[config.mk]
export PLATFORM = sky130hd
export DESIGN_NAME = wrf_window_ctrl
export DESIGN_NICKNAME = d
export VERILOG_FILES = /design/src/rtl/wrf_pkg.sv /design/src/rtl/wrf_ctrl.sv /design/src/rtl/wrf_dpath.sv /design/src/rtl/wrf_window_ctrl.sv
export SDC_FILE = /design/constraint.sdc
export NUM_CORES = 1
export LEC_CHECK = 0
export CAP_MARGIN = 10
export CORE_MARGIN = 3
export CORE_UTILIZATION = 65
export CTS_BUF_LIST = sky130_fd_sc_hd__clkbuf_4 sky130_fd_sc_hd__clkbuf_8
export DETAILED_ROUTE_END_ITERATION = 10
export DONT_BUFFER_PORTS = 1
export GPL_TIMING_DRIVEN = 0
export PLACE_DENSITY = 0.81
export SLEW_MARGIN = 20
export SYNTH_ARGS = -nofsm -noshare
export SYNTH_HDL_FRONTEND = slang
export SYNTH_SLANG_ARGS = --single-unit
export TNS_END_PERCENT = 20
[constraint.sdc]
create_clock -name clk -period 8.7 [get_ports clk]
set_clock_uncertainty 0.2 [all_clocks]
set_input_delay 0.87 -clock clk [delete_from_list [all_inputs] [get_ports clk]]
set_output_delay 0.87 -clock clk [all_outputs]
set_load 0.01 [all_outputs]
[src/rtl/wrf_pkg.sv]
package wrf_pkg;

  typedef enum logic [2:0] {
    OP_NOP     = 3'd0,
    OP_ROTATE  = 3'd1,
    OP_ENTRY   = 3'd2,
    OP_RETURN  = 3'd3,
    OP_STKMOVE = 3'd4,
    OP_OVFCHK  = 3'd5,
    OP_WRBASE  = 3'd6,
    OP_RESTORE = 3'd7
  } wrf_op_e;

  typedef enum logic [3:0] {
    EXC_NONE    = 4'd0,
    EXC_OVF4    = 4'd1,
    EXC_OVF8    = 4'd2,
    EXC_OVF12   = 4'd3,
    EXC_UNF4    = 4'd4,
    EXC_UNF8    = 4'd5,
    EXC_UNF12   = 4'd6,
    EXC_ILLEGAL = 4'd7,
    EXC_ALLOCA  = 4'd8
  } wrf_exc_e;

  typedef struct packed {
    logic     loadBase;
    logic     setStart;
    logic     clrStart;
    logic     raise;
    logic     saveOld;
    logic     clearExcm;
    logic     loadRet;
    logic     regWrite;
    wrf_exc_e kind;
  } wrf_strobe_t;

endpackage

[src/rtl/wrf_ctrl.sv]
module wrf_ctrl
  import wrf_pkg::*;
#(
  parameter int GROUPS = 16,
  parameter int BASE_W = 4
) (
  input  logic              opValid,
  input  wrf_op_e           opCode,
  input  logic [3:0]        rotImm,
  input  logic [1:0]        callInc,
  input  logic [1:0]        retN,
  input  logic [31:0]       wrData,
  input  logic [BASE_W-1:0] curBase,
  input  logic [BASE_W-1:0] oldBase,
  input  logic [GROUPS-1:0] curStart,
  output wrf_strobe_t       strb,
  output logic [BASE_W-1:0] nextBase,
  output logic [BASE_W-1:0] startIdx
);

  localparam int DBL_W = 2 * GROUPS;
  localparam int DIST_W = BASE_W + 1;

  // distance from 'start' (inclusive) to the first set bit, wrapping; GROUPS if none
  function automatic logic [DIST_W-1:0] firstFrom(input logic [GROUPS-1:0] v,
                                                  input logic [BASE_W-1:0] start);
    logic [DBL_W-1:0] dbl;
    logic [DIST_W-1:0] d;
    dbl = {v, v} >> start;
    d = DIST_W'(GROUPS);
    for (int k = GROUPS - 1; k >= 0; k--) begin
      if (dbl[k]) d = DIST_W'(k);
    end
    return d;
  endfunction

  logic signed [7:0]  rotWide;
  logic [BASE_W-1:0]  rotDelta;
  logic [1:0]         nearM;
  logic               retIllegal;
  logic               retUnder;
  logic [DIST_W-1:0]  ovfDist;
  logic               ovfHit;
  logic [BASE_W-1:0]  ovfBase;
  logic [DIST_W-1:0]  nextDist;
  wrf_exc_e           ovfKind;
  wrf_exc_e           unfKind;

  assign rotWide  = 8'(signed'(rotImm));
  assign rotDelta = rotWide[BASE_W-1:0];

  always_comb begin
    if (curStart[curBase - BASE_W'(1)])      nearM = 2'd1;
    else if (curStart[curBase - BASE_W'(2)]) nearM = 2'd2;
    else if (curStart[curBase - BASE_W'(3)]) nearM = 2'd3;
    else                                     nearM = 2'd0;
  end

  assign retIllegal = (retN == 2'd0) || ((nearM != 2'd0) && (nearM != retN));
  assign retUnder   = !curStart[curBase - BASE_W'(retN)];
  assign unfKind    = (retN == 2'd1) ? EXC_UNF4 : (retN == 2'd2) ? EXC_UNF8 : EXC_UNF12;

  assign ovfDist  = firstFrom(curStart, curBase + BASE_W'(1));
  assign ovfHit   = (ovfDist != DIST_W'(GROUPS)) &&
                    ((ovfDist + DIST_W'(1)) <= DIST_W'(rotImm[1:0]));
  assign ovfBase  = curBase + ovfDist[BASE_W-1:0] + BASE_W'(1);
  assign nextDist = firstFrom(curStart, ovfBase + BASE_W'(1));
  assign ovfKind  = (nextDist == '0) ? EXC_OVF4 :
                    (nextDist == DIST_W'(1)) ? EXC_OVF8 : EXC_OVF12;

  always_comb begin
    strb      = '0;
    strb.kind = EXC_NONE;
    nextBase  = curBase;
    startIdx  = curBase;
    if (opValid) begin
      case (opCode)
        OP_ROTATE: begin
          strb.loadBase = 1'b1;
          nextBase      = curBase + rotDelta;
        end
        OP_ENTRY: begin
          strb.loadBase = 1'b1;
          strb.setStart = 1'b1;
          strb.regWrite = 1'b1;
          nextBase      = curBase + BASE_W'(callInc);
          startIdx      = curBase + BASE_W'(callInc);
        end
        OP_RETURN: begin
          if (retIllegal) begin
            strb.raise = 1'b1;
            strb.kind  = EXC_ILLEGAL;
          end else if (retUnder) begin
            strb.loadBase = 1'b1;
            strb.saveOld  = 1'b1;
            strb.raise    = 1'b1;
            strb.kind     = unfKind;
            nextBase      = curBase - BASE_W'(retN);
          end else begin
            strb.loadBase = 1'b1;
            strb.clrStart = 1'b1;
            strb.loadRet  = 1'b1;
            nextBase      = curBase - BASE_W'(retN);
          end
        end
        OP_STKMOVE: begin
          if (nearM == 2'd0) begin
            strb.raise = 1'b1;
            strb.kind  = EXC_ALLOCA;
          end
        end
        OP_OVFCHK: begin
          if (ovfHit) begin
            strb.loadBase = 1'b1;
            strb.saveOld  = 1'b1;
            strb.raise    = 1'b1;
            strb.kind     = ovfKind;
            nextBase      = ovfBase;
          end
        end
        OP_WRBASE: begin
          strb.loadBase = 1'b1;
          nextBase      = wrData[BASE_W-1:0];
        end
        OP_RESTORE: begin
          strb.loadBase  = 1'b1;
          strb.clearExcm = 1'b1;
          nextBase       = oldBase;
        end
        default: ;
      endcase
    end
  end

endmodule

[src/rtl/wrf_dpath.sv]
module wrf_dpath
  import wrf_pkg::*;
#(
  parameter int GROUPS = 16,
  parameter int BASE_W = 4
) (
  input  logic              clk,
  input  logic              rstN,
  input  wrf_strobe_t       strb,
  input  logic [BASE_W-1:0] nextBase,
  input  logic [BASE_W-1:0] startIdx,
  input  logic [31:0]       curPc,
  input  logic [31:0]       retWord,
  input  logic [1:0]        callInc,
  input  logic [3:0]        srcIdx,
  input  logic [31:0]       srcVal,
  input  logic [31:0]       entryImm,
  output logic [BASE_W-1:0] baseQ,
  output logic [GROUPS-1:0] startQ,
  output logic [BASE_W-1:0] oldQ,
  output logic              excmQ,
  output wrf_exc_e          kindQ,
  output logic [31:0]       excPcQ,
  output logic [31:0]       retPcQ,
  output logic              retValidQ,
  output logic              regWrEnQ,
  output logic [3:0]        regWrIdxQ,
  output logic [31:0]       regWrDataQ
);

  genvar g;
  generate
    for (g = 0; g < GROUPS; g++) begin : g_start
      localparam logic RST_BIT = (g == 0);
      always_ff @(posedge clk or negedge rstN) begin
        if (!rstN) begin
          startQ[g] <= RST_BIT;
        end else if (startIdx == BASE_W'(g)) begin
          if (strb.setStart)      startQ[g] <= 1'b1;
          else if (strb.clrStart) startQ[g] <= 1'b0;
        end
      end
    end
  endgenerate

  always_ff @(posedge clk or negedge rstN) begin
    if (!rstN) begin
      baseQ      <= '0;
      oldQ       <= '0;
      excmQ      <= 1'b0;
      kindQ      <= EXC_NONE;
      excPcQ     <= '0;
      retPcQ     <= '0;
      retValidQ  <= 1'b0;
      regWrEnQ   <= 1'b0;
      regWrIdxQ  <= '0;
      regWrDataQ <= '0;
    end else begin
      kindQ     <= strb.raise ? strb.kind : EXC_NONE;
      retValidQ <= strb.loadRet;
      regWrEnQ  <= strb.regWrite;
      if (strb.loadBase) baseQ <= nextBase;
      if (strb.saveOld)  oldQ  <= baseQ;
      if (strb.raise) begin
        excmQ  <= 1'b1;
        excPcQ <= curPc;
      end else if (strb.clearExcm) begin
        excmQ <= 1'b0;
      end
      if (strb.loadRet) retPcQ <= {curPc[31:30], retWord[29:0]};
      if (strb.regWrite) begin
        regWrIdxQ  <= {callInc, srcIdx[1:0]};
        regWrDataQ <= srcVal - entryImm;
      end
    end
  end

endmodule

[src/rtl/wrf_window_ctrl.sv]
module wrf_window_ctrl
  import wrf_pkg::*;
#(
  parameter int NUM_PHYS_REGS = 64,
  localparam int GROUPS = NUM_PHYS_REGS / 4,
  localparam int BASE_W = $clog2(GROUPS)
) (
  input  logic              clk,
  input  logic              rstN,
  input  logic              opValid,
  input  logic [2:0]        opCode,
  input  logic [3:0]        rotImm,
  input  logic [1:0]        callInc,
  input  logic [31:0]       retWord,
  input  logic [31:0]       curPc,
  input  logic [31:0]       wrData,
  input  logic [3:0]        srcIdx,
  input  logic [31:0]       srcVal,
  input  logic [31:0]       entryImm,
  output logic [BASE_W-1:0] windowBase,
  output logic [GROUPS-1:0] windowStart,
  output logic [BASE_W-1:0] savedBase,
  output logic              excmFlag,
  output logic [3:0]        excKind,
  output logic [31:0]       excPc,
  output logic [31:0]       retPc,
  output logic              retValid,
  output logic              regWrEn,
  output logic [3:0]        regWrIdx,
  output logic [31:0]       regWrData
);

  wrf_strobe_t       strb;
  logic [BASE_W-1:0] nextBase;
  logic [BASE_W-1:0] startIdx;
  wrf_exc_e          kindQ;

  wrf_ctrl #(.GROUPS(GROUPS), .BASE_W(BASE_W)) u_ctrl (
    .opValid (opValid),
    .opCode  (wrf_op_e'(opCode)),
    .rotImm  (rotImm),
    .callInc (callInc),
    .retN    (retWord[31:30]),
    .wrData  (wrData),
    .curBase (windowBase),
    .oldBase (savedBase),
    .curStart(windowStart),
    .strb    (strb),
    .nextBase(nextBase),
    .startIdx(startIdx)
  );

  wrf_dpath #(.GROUPS(GROUPS), .BASE_W(BASE_W)) u_dpath (
    .clk       (clk),
    .rstN      (rstN),
    .strb      (strb),
    .nextBase  (nextBase),
    .startIdx  (startIdx),
    .curPc     (curPc),
    .retWord   (retWord),
    .callInc   (callInc),
    .srcIdx    (srcIdx),
    .srcVal    (srcVal),
    .entryImm  (entryImm),
    .baseQ     (windowBase),
    .startQ    (windowStart),
    .oldQ      (savedBase),
    .excmQ     (excmFlag),
    .kindQ     (kindQ),
    .excPcQ    (excPc),
    .retPcQ    (retPc),
    .retValidQ (retValid),
    .regWrEnQ  (regWrEn),
    .regWrIdxQ (regWrIdx),
    .regWrDataQ(regWrData)
  );

  assign excKind = kindQ;

endmodule

# Yosys cells after proc, flatten, opt, wreduce, memory -nomap -nowiden
# Index checks and enable logic that the tools add are counted.
# classes
addsub	12
n_lt_le_gt_ge	5
n_eq_ne	29
shift	2
mux	78
reduce_logical	29
# op_table
cell	count
5-bit two-way mux	32
32-bit by 4-bit >> shifter with 16-bit output	2
4-bit two-way mux	11
4-bit == test (second input constant)	8
2-bit AND reduction	16
32-bit subtractor	1
4-bit case mux with 6 select lines	1
4-bit by 5-bit < comparator with 1-bit output (second input constant)	4
1-bit two-way mux	19
1-bit binary-select mux with 4-bit select	4
4-bit by 3-bit == test with 1-bit output (second input constant)	4
4-bit by 1-bit adder with 4-bit output (second input constant)	3
3-bit == test (second input constant)	4
12-bit two-way mux	1
2-bit two-way mux	6
4-bit case mux with 3 select lines	1
4-bit adder	2
4-bit by 2-bit == test with 1-bit output (second input constant)	2
4-bit by 2-bit subtractor with 4-bit output (second input constant)	2
3-bit by 2-bit == test with 1-bit output (second input constant)	2
1-bit case mux with 3 select lines	2
2-bit nonzero test	3
6-bit nonzero test	1
5-bit by 1-bit adder with 5-bit output (second input constant)	1
other kinds (21)	23
# totals
register_bits	131
inputBits	176
output_inout_bits	131
word_cells	181

# Depth between registers and ports, before layout
# Gate-level depths: netlist of run 1.
# logic_depth
word_depth	46
ltp_mapped	26
depth_no_buf	21

# Cells and area by module
# Synthesis of run 1 repeated with hierarchy kept, for this count alone.
# hier_totals
hier_cells	954
area_unflattened_um2	9945.8
# modules_own_cells
mod	n_inst	cells_per_inst	area_each_um2	seq_area_each_um2
wrf_dpath	1	592	6799.0	3279.4
wrf_ctrl	1	362	3146.8	0.0

# Least setup slack after synthesis of run 1
# OpenSTA, ideal clock, no wires.
# synth_timing
path_kind	register to register
from	register u_dpath.baseQ[0]
to	register u_dpath.kindQ[0]
setup_time_ns	0.124
arrival_time_ns	5.534
required_time_ns	8.376
slack_ns	2.842
stages_incl_launch_ff	24
path_buffers	4
period_less_slack_ns	5.858
path_cell_list	dfrtp_1 buf_6 buf_12 buf_2 inv_1 ha_1 buf_4 mux4_2 mux2_2 mux2_2 o31ai_1 a21o_1 nand2b_1 nand2_1 nand2_1 ha_1 inv_1 fa_1 ha_1 xnor2_1 mux4_2 mux4_1 o21bai_1 a21boi_1
# synth_via
elab_chain_cells	45
elab_cells_between_ends	77
cone_classes	add/sub (9); order compare (1); eq/ne (3); shift (2); mux (56); reduce/logical (6)
# synth_lines
element	line_no	text
start, declared	wrf_dpath.sv:18	output logic [BASE_W-1:0] baseQ,
start signal, assigned	wrf_dpath.sv:62	if (strb.loadBase) baseQ <= nextBase;
4-bit by 1-bit adder with 4-bit output	wrf_ctrl.sv:63	assign ovfDist = firstFrom(curStart, curBase + BASE_W'(1));
32-bit by 4-bit >> shifter with 16-bit output	wrf_ctrl.sv:29	dbl = {v, v} >> start;
5-bit two-way mux (16 in series)	wrf_ctrl.sv:32	if (dbl[k]) d = DIST_W'(k);
4-bit adder	wrf_ctrl.sv:66	assign ovfBase = curBase + ovfDist[BASE_W-1:0] + BASE_W'(1);
4-bit by 1-bit adder with 4-bit output	wrf_ctrl.sv:66	
4-bit by 1-bit adder with 4-bit output	wrf_ctrl.sv:67	assign nextDist = firstFrom(curStart, ovfBase + BASE_W'(1));
32-bit by 4-bit >> shifter with 16-bit output	wrf_ctrl.sv:29	
5-bit two-way mux (16 in series)	wrf_ctrl.sv:32	
5-bit by 1-bit == test with 1-bit output	wrf_ctrl.sv:69	(nextDist == DIST_W'(1)) ? EXC_OVF8 : EXC_OVF12;
1-bit two-way mux	wrf_ctrl.sv:69	
4-bit two-way mux	wrf_ctrl.sv:68	assign ovfKind = (nextDist == '0) ? EXC_OVF4 :
4-bit two-way mux	wrf_ctrl.sv:113	if (ovfHit) begin
4-bit case mux with 3 select lines	wrf_ctrl.sv:77	case (opCode)
12-bit two-way mux *	wrf_ctrl.sv:76	if (opValid) begin
4-bit two-way mux *	wrf_dpath.sv:59	kindQ <= strb.raise ? strb.kind : EXC_NONE;
end signal, assigned	wrf_dpath.sv:59	
end, declared	wrf_dpath.sv:22	output wrf_exc_e kindQ,
# Mark *: on every way between the ends. The rest lies on a longest branch, timed or not. The select of a mux whose other input is x is not followed.
# A chain may end at the register's enable or synchronous reset.

# Worst setup path after layout of run 1
# layout_timing
from	register u_dpath.baseQ[1]
to	register u_dpath.kindQ[0]
# The elaborated chain is that of the path after synthesis.

==> metrics.txt, run 1 <==
outcome=finished, final reports clean; # Post-CTS Setup Buffers=0; GPL Wtd Cong=0.914; DR vias=7213; Routed WL per cell=22.3 um; worst-path cell chain=inv_1, ha_1, buf_4, buf_2, mux4_2, mux2i_1, mux2i_1, a21oi_1, o22ai_1, a21o_1, nand2b_1, nand2_1, nand2_1, ha_1, clkbuf_1, clkinv_1, ha_1, xnor2_1, mux4_2, mux4_1, o21bai_1, a21boi_1; Crit path arrival time=7.19 ns; Rows=43; initial antenna violation count=0; Worst Path Buf+Inv=5; htree depth=4; IO Pins=307; final antenna-violating net count=0; Worst-Margin Slew=0.879 ns; Max-cap violations=0; RSZ-0062 raised after global routing=no; CP max stage delay=0.92 ns; Leak Pwr=4.60 nW; Req. time, crit path=8.82 ns; Tot GR Track Use=0.312; DRC Markers=0; area of the multi-input gates=5550 um^2; mapped cell area=9270 um^2; post-synthesis async set-or-reset flop share=1.00; number of CTS-inserted buffers=17; post-DP HPWL=18800 um; Distinct cells, synth=70; count leader, synth=dfrtp_1; kind of critical path=reg2reg; Top FF cell, synth=dfrtp_1; final wirelength=24600 um; Net Count, Synth=1123; fmax=142 MHz; Pwr Total=2.11 mW; worst skew pair latency=0.45 ns; Final period util=0.812; fin nets=1143; first-pass GRT wire length=39000 um; core region area=13900 um^2; layout cells sized above 1=0.184; die area=15700 um^2; final hold viol count=0; Layout area overhead=6.64%; clk slew on worst S/H paths=0.08 ns; Max VDD drop=107 uV; # fillers=1033; clock period minus worst slack=7.06 ns; die height=125 um; number of flops mapped to enable cells by yosys=0; TritonCTS clock tree=built; CP most frequent cell=ha_1; Area contributors post-synth=dfrtp_1, mux4_2, mux2_2, ha_1, mux2i_1; CP Capture Type=flip-flop; Diodes inserted=0; largest net degree at the start of global routing=131; grt ovf=0; PwrDens=214 nW/um^2; top cell type by total area after synthesis=dfrtp_1; Reg area=3280 um^2; setup violators final=0; number of global-route vias before repair=7324; Crit-path slowest cell=dfrtp_1; min-delay worst type=in2async; share of the synthesized area in the top cell type=0.351; Ys Warns=0; CTS resizes=0; Worst setup SP type=flip-flop; top cells by count, synth=dfrtp_1, nand2_1, mux2_2; Root Driver=clkbuf_8; Die X=125 um; Seq cells post-synth=131; Slew Limit Fails=0; DR vias/cell=6.55; Worst Path Max Fanout=18; register area share after synthesis=0.354; Clock Sinks=131; Worst path top cell family by delay=multiplexers; Max clock buf depth=2; syn avg cell area=10.4 um^2; Pre-antenna DRT Iters=5; Synth Instances=889; setup_tns=0 ns; Slew headroom=0.414; Iter 0 DRT Violations=563; input/output buffers=0; starting density of the core=0.665
[power breakdown]
group | leakage, nW | switching [mW] | internal, mW | total, mW
logic | 2.71 | 0.413 | 0.345 | 0.758
clock network | 0.187 | 0.274 | 0.209 | 0.483
registers | 1.70 | 0.158 | 0.714 | 0.872
[metal layers]
| layer | GRT usage | vias up | routed length (um) |
|---|---|---|---|
| li1 | - | 3276 | - |
| met1 | 0.391 | 3525 | 9410 |
| met2 | 0.534 | 369 | 12500 |
| met3 | 0.0846 | 43 | 2230 |
| met4 | 0.0918 | 0 | 451 |
| met5 | 0 | - | 0 |
[layout make-up]
cell class | instances | share of cell area
Sequential cell | 131 | 0.332
Clock buffer | 18 | 0.0244
Clock inverter | 14 | 0.0123
Inverter | 56 | 0.0213
Buffer | 48 | 0.0230
Tap cell | 180 | 0.0228
Timing Repair Buffer | 1 | 0.00279
Multi-Input combinational cell | 654 | 0.562
[placed cells by master (no fill, tap or decap), types with 4 or more instances in the layout]
master	Yosys	layout
o31ai_1	9	9
ha_1	53	53
a21o_1	15	15
nand3_1	11	11
a21oi_1	53	53
and2_1	7	7
xnor2_1	22	22
a221oi_1	4	4
a31o_2	7	7
nor3_1	16	16
clkinv_4	0	5
mux2_1	12	12
o21ai_0	53	53
nor3b_1	6	6
clkbuf_1	31	31
xor2_1	21	21
o211ai_1	4	4
nand2_1	85	85
inv_1	54	54
dfrtp_1	130	130
nor2_1	36	36
buf_2	10	10
a211oi_1	8	8
o21a_1	9	9
o21bai_1	6	6
nor2b_1	8	8
mux2i_1	33	33
mux2_2	65	65
a21boi_0	5	5
mux4_2	39	39
or3_1	5	5
fa_1	5	5
nand2b_1	9	9
clkbuf_8	0	17
[registers in the layout, indices dropped and copies added, names as in the netlist]
signal	cells
u_dpath.regWrEnQ	1
u_dpath.retPcQ	32
u_dpath.excmQ	1
u_dpath.kindQ	4
u_dpath.excPcQ	32
u_dpath.oldQ	4
u_dpath.baseQ	4
u_dpath.regWrDataQ	32
u_dpath.retValidQ	1
u_dpath.regWrIdxQ	4
u_dpath.startQ	16
[logic make-up (layout without fill, tap and decap cells)]
| logic type | count (synthesis) | count (layout) | synth area share |
|---|---|---|---|
| AO/OA/AOI/OAI | 199 | 199 | 0.138 |
| XOR/XNOR | 45 | 45 | 0.0454 |
| adder cells (fa/ha/maj) | 58 | 58 | 0.0824 |
| buffers and inverters | 104 | 137 | 0.0473 |
| flip-flops | 131 | 131 | 0.354 |
| multiplexers | 151 | 151 | 0.230 |
| AND/OR/NAND/NOR | 201 | 201 | 0.103 |
[stage by stage]
stage	hold WS (ns)	cells	utilization	instance area, um^2	setup slack [ns]
floorplan	0.314	889	-	9270	2.84
global placement	0.335	1069	0.681	9490	1.87
detailed placement	0.337	1069	0.681	9490	1.74
CTS	0.0272	1102	0.709	9880	1.69
global route	0.0163	1102	0.709	9880	1.07
finish	0.0572	1102	0.709	9880	1.64
[what timing repair did]
item                                    4_1_cts  5_1_grt
hold buffers                                  1        0
endpoints found under the setup margin        0        0
endpoints found under the hold margin       130        0
[final timing paths]
path	startpoint	endpoint	slack (ns)	depth (start not counted)
max in group asynchronous	rstN	u_dpath.kindQ[0]	7.59	1
worst min register to register	u_dpath.excmQ	u_dpath.excmQ	0.36	1
worst max register to register	u_dpath.baseQ[1]	u_dpath.kindQ[0]	1.64	22
worst max-delay path	u_dpath.baseQ[1]	u_dpath.kindQ[0]	1.64	22
min in group clk	srcIdx[0]	u_dpath.regWrIdxQ[0]	0.34	2
worst min-delay path	rstN	u_dpath.startQ[0]	0.06	0
No activity file was read; power rests on OpenSTA's default activity.
==> inputs of run 2 (changes only) <==
ABC_AREA = 1   (was default)
clock period = 6.8 ns   (was 8.7 ns; I/O delays follow)
==> run 2 against run 1 <==
  * Wire length grew 9.5%
  * Sequential power increased by 70%
  * Hold slack worse by 0.047 ns
  * Critical endpoint unchanged
  * Largest power group is now combinational cells
  * Non-clock buffer count is the same
  * Sequential share of layout area hardly changed
  * Via count is 25% higher
  * Highest routed layer unchanged
  * Die area fell by 0.92%
  * Total power grew to 2.9 times the previous value
  * Count of clock-buffer cells in the layout is 1 lower
  * Global-route usage grew 2.7 points
==> metrics.txt, run 2 <==
Final period util=0.914; design area=9880 um^2; number of CTS-inserted buffers=17; commonest non-fill, non-tap cell in the layout=nand2_1; Slew Limit Fails=0; Die X=125 um; post-DP HPWL=20700 um; Req. time, crit path=6.96 ns; initial antenna violation count=0; clock period minus worst slack=6.22 ns; Worst setup SP type=flip-flop; top cells by count, synth=nand2_1, nand3_1, dfrtp_1; CP max stage delay=0.54 ns; Largest regs=u_dpath.excPcQ x32, u_dpath.regWrDataQ x32, u_dpath.retPcQ x32; Synth Area in Adders=0.0832; Top FF cell, synth=dfrtp_1; first-pass GRT wire length=42900 um; starting density of the core=0.680; die height=125 um; Leak Pwr=5.17 nW; main combinational cell family by area after synthesis=simple AND/OR/NAND/NOR gates; IO Pins=307; outcome=finished, final reports clean; Routed WL per cell=17.9 um; post-layout util=0.732; Rows=42; Slew headroom=0.531; final hold viol count=0; syn avg cell area=7.07 um^2; layout cells sized above 1=0.0600; worst slack at placement=0.0365 ns; clk slew on worst S/H paths=0.10 ns; Worst Path Max Fanout=12; setup violators final=0; Max clock buf depth=2; Area contributors post-synth=dfrtp_1, nand2_1, nand3_1, ha_1, o21ai_0; share of the synthesized area in the top cell type=0.354; DR vias/cell=5.97; Max VDD drop=496 uV; Diodes inserted=0; setup ws final=0.583 ns; core region area=13500 um^2; count leader, synth=nand2_1; mapped cell area=9180 um^2; GPL Wtd Cong=0.958; Max-cap violations=0; Crit path arrival time=6.38 ns; worst skew pair latency=0.44 ns; input/output buffers=0; Worst path top cell family by delay=buffers and inverters; Worst-Margin Slew=0.696 ns; Finished Layout Cells=1509; Tot GR Track Use=0.339; kind of critical path=reg2reg; Clock Sinks=131; setup_tns=0 ns; post-synthesis async set-or-reset flop share=1.00; fmax=161 MHz; min-delay worst type=in2async; post-synthesis mux area share=0.00109; fin nets=1554; Layout area overhead=7.69%; register area share after synthesis=0.357; Synth Area in XOR/XNOR=0.0421; CP most frequent cell=nand2_1; Ys Warns=0; area fraction in compound gates after synthesis=0.128; largest net degree at the start of global routing=132; Pwr Total=6.15 mW; final antenna-violating net count=0; Iter 0 DRT Violations=747; Seq cells post-synth=131; Post-Synth Simple-Gate Area=0.313; top cell type by total area after synthesis=dfrtp_1; Net Count, Synth=1532; number of flops mapped to enable cells by yosys=0; final wirelength=27000 um; placed inst area=9400 um^2; Synth Instances=1298; htree depth=4; TritonCTS clock tree=built; grt ovf=0; Worst Path Buf+Inv=10; Distinct cells, synth=49; DR vias=9007; Pre-antenna DRT Iters=5; final hold slack=0.0104 ns; die area=15600 um^2; number of global-route vias before repair=8361; CP Capture Type=flip-flop; placed cells=1474; Crit-path slowest cell=dfrtp_2; Root Driver=clkbuf_8; PwrDens=622 nW/um^2; DRC Markers=0; commonest cells after routing, fill and taps aside=nand2_1, nand3_1, dfrtp_1, inv_1, o21ai_0
[run 2: cell types whose count changed in the layout (fill, tap and decap cells not counted), moves of 17 or more]
cell,before,now
inv_1,54,110
nand3_1,11,158
nor2_1,36,60
o21ai_1,0,17
o21ai_0,53,87
mux2i_1,33,1
mux2_2,65,0
mux4_2,39,0
nand2_1,85,439
[run 2: worst paths after layout]
check | start | end | slack [ns] | depth (start not counted)
hold / removal | rstN | u_dpath.regWrIdxQ[2] | 0.01 | 1
max in group asynchronous | rstN | u_dpath.baseQ[1] | 5.87 | 1
setup / recovery | u_dpath.baseQ[0] | u_dpath.kindQ[0] | 0.58 | 39
min in group clk | retWord[19] | u_dpath.retPcQ[19] | 0.14 | 2
setup reg to reg | u_dpath.baseQ[0] | u_dpath.kindQ[0] | 0.58 | 39
hold reg to reg | u_dpath.excPcQ[2] | u_dpath.excPcQ[2] | 0.34 | 2
[run 2: worst reg2reg max path, delay by kind of cell (launching register included)]
| kind | cells | cell delay, ns |
|---|---|---|
| DFF | 1 | 0.54 |
| AOI/OAI and AO/OA | 5 | 0.89 |
| and+or+nand+nor | 20 | 1.56 |
| xor gates and xnor gates | 1 | 0.17 |
| adders and majority gates | 3 | 0.94 |
| buffers and inverters | 10 | 1.83 |
[run 2: layout make-up]
cell class / count / area (um^2)
Clock buffer: 17 / 234
Clock inverter: 15 / 189
Fill cell: 1126 / 3620
Inverter: 120 / 457
Timing Repair Buffer: 3 / 42.5
Sequential cell: 131 / 3280
Buffer: 46 / 241
Multi-Input combinational cell: 1001 / 5220
Tap cell: 176 / 220
[run 2: what timing repair did]
action,4_1_cts,5_1_grt
setup buffers,0,2
endpoints found under the hold margin,131,0
endpoints found under the setup margin,0,2
resized for setup,0,6
hold buffers,1,0
[run 2: where the power goes]
group          switching, mW  internal (mW)  total, mW
clock network          0.369          0.346      0.714
registers              0.432           1.05       1.48
logic                   2.57           1.38       3.95
[run 2: cell families after synthesis]
| logic type | count (synthesis) |
|---|---|
| AOI/OAI and AO/OA | 210 |
| xor gates and xnor gates | 42 |
| and+or+nand+nor | 690 |
| adders and majority gates | 58 |
| muxes | 1 |
| DFF | 131 |
| buffers and inverters | 166 |
[run 2: metal layers]
layer / track usage / wire (um) / vias to the layer above
met5: 0 / 0 / -
met4: 0.110 / 777 / 0
met3: 0.0913 / 2700 / 69
met2: 0.555 / 12700 / 480
met1: 0.439 / 10800 / 4140
li1: - / - / 4318
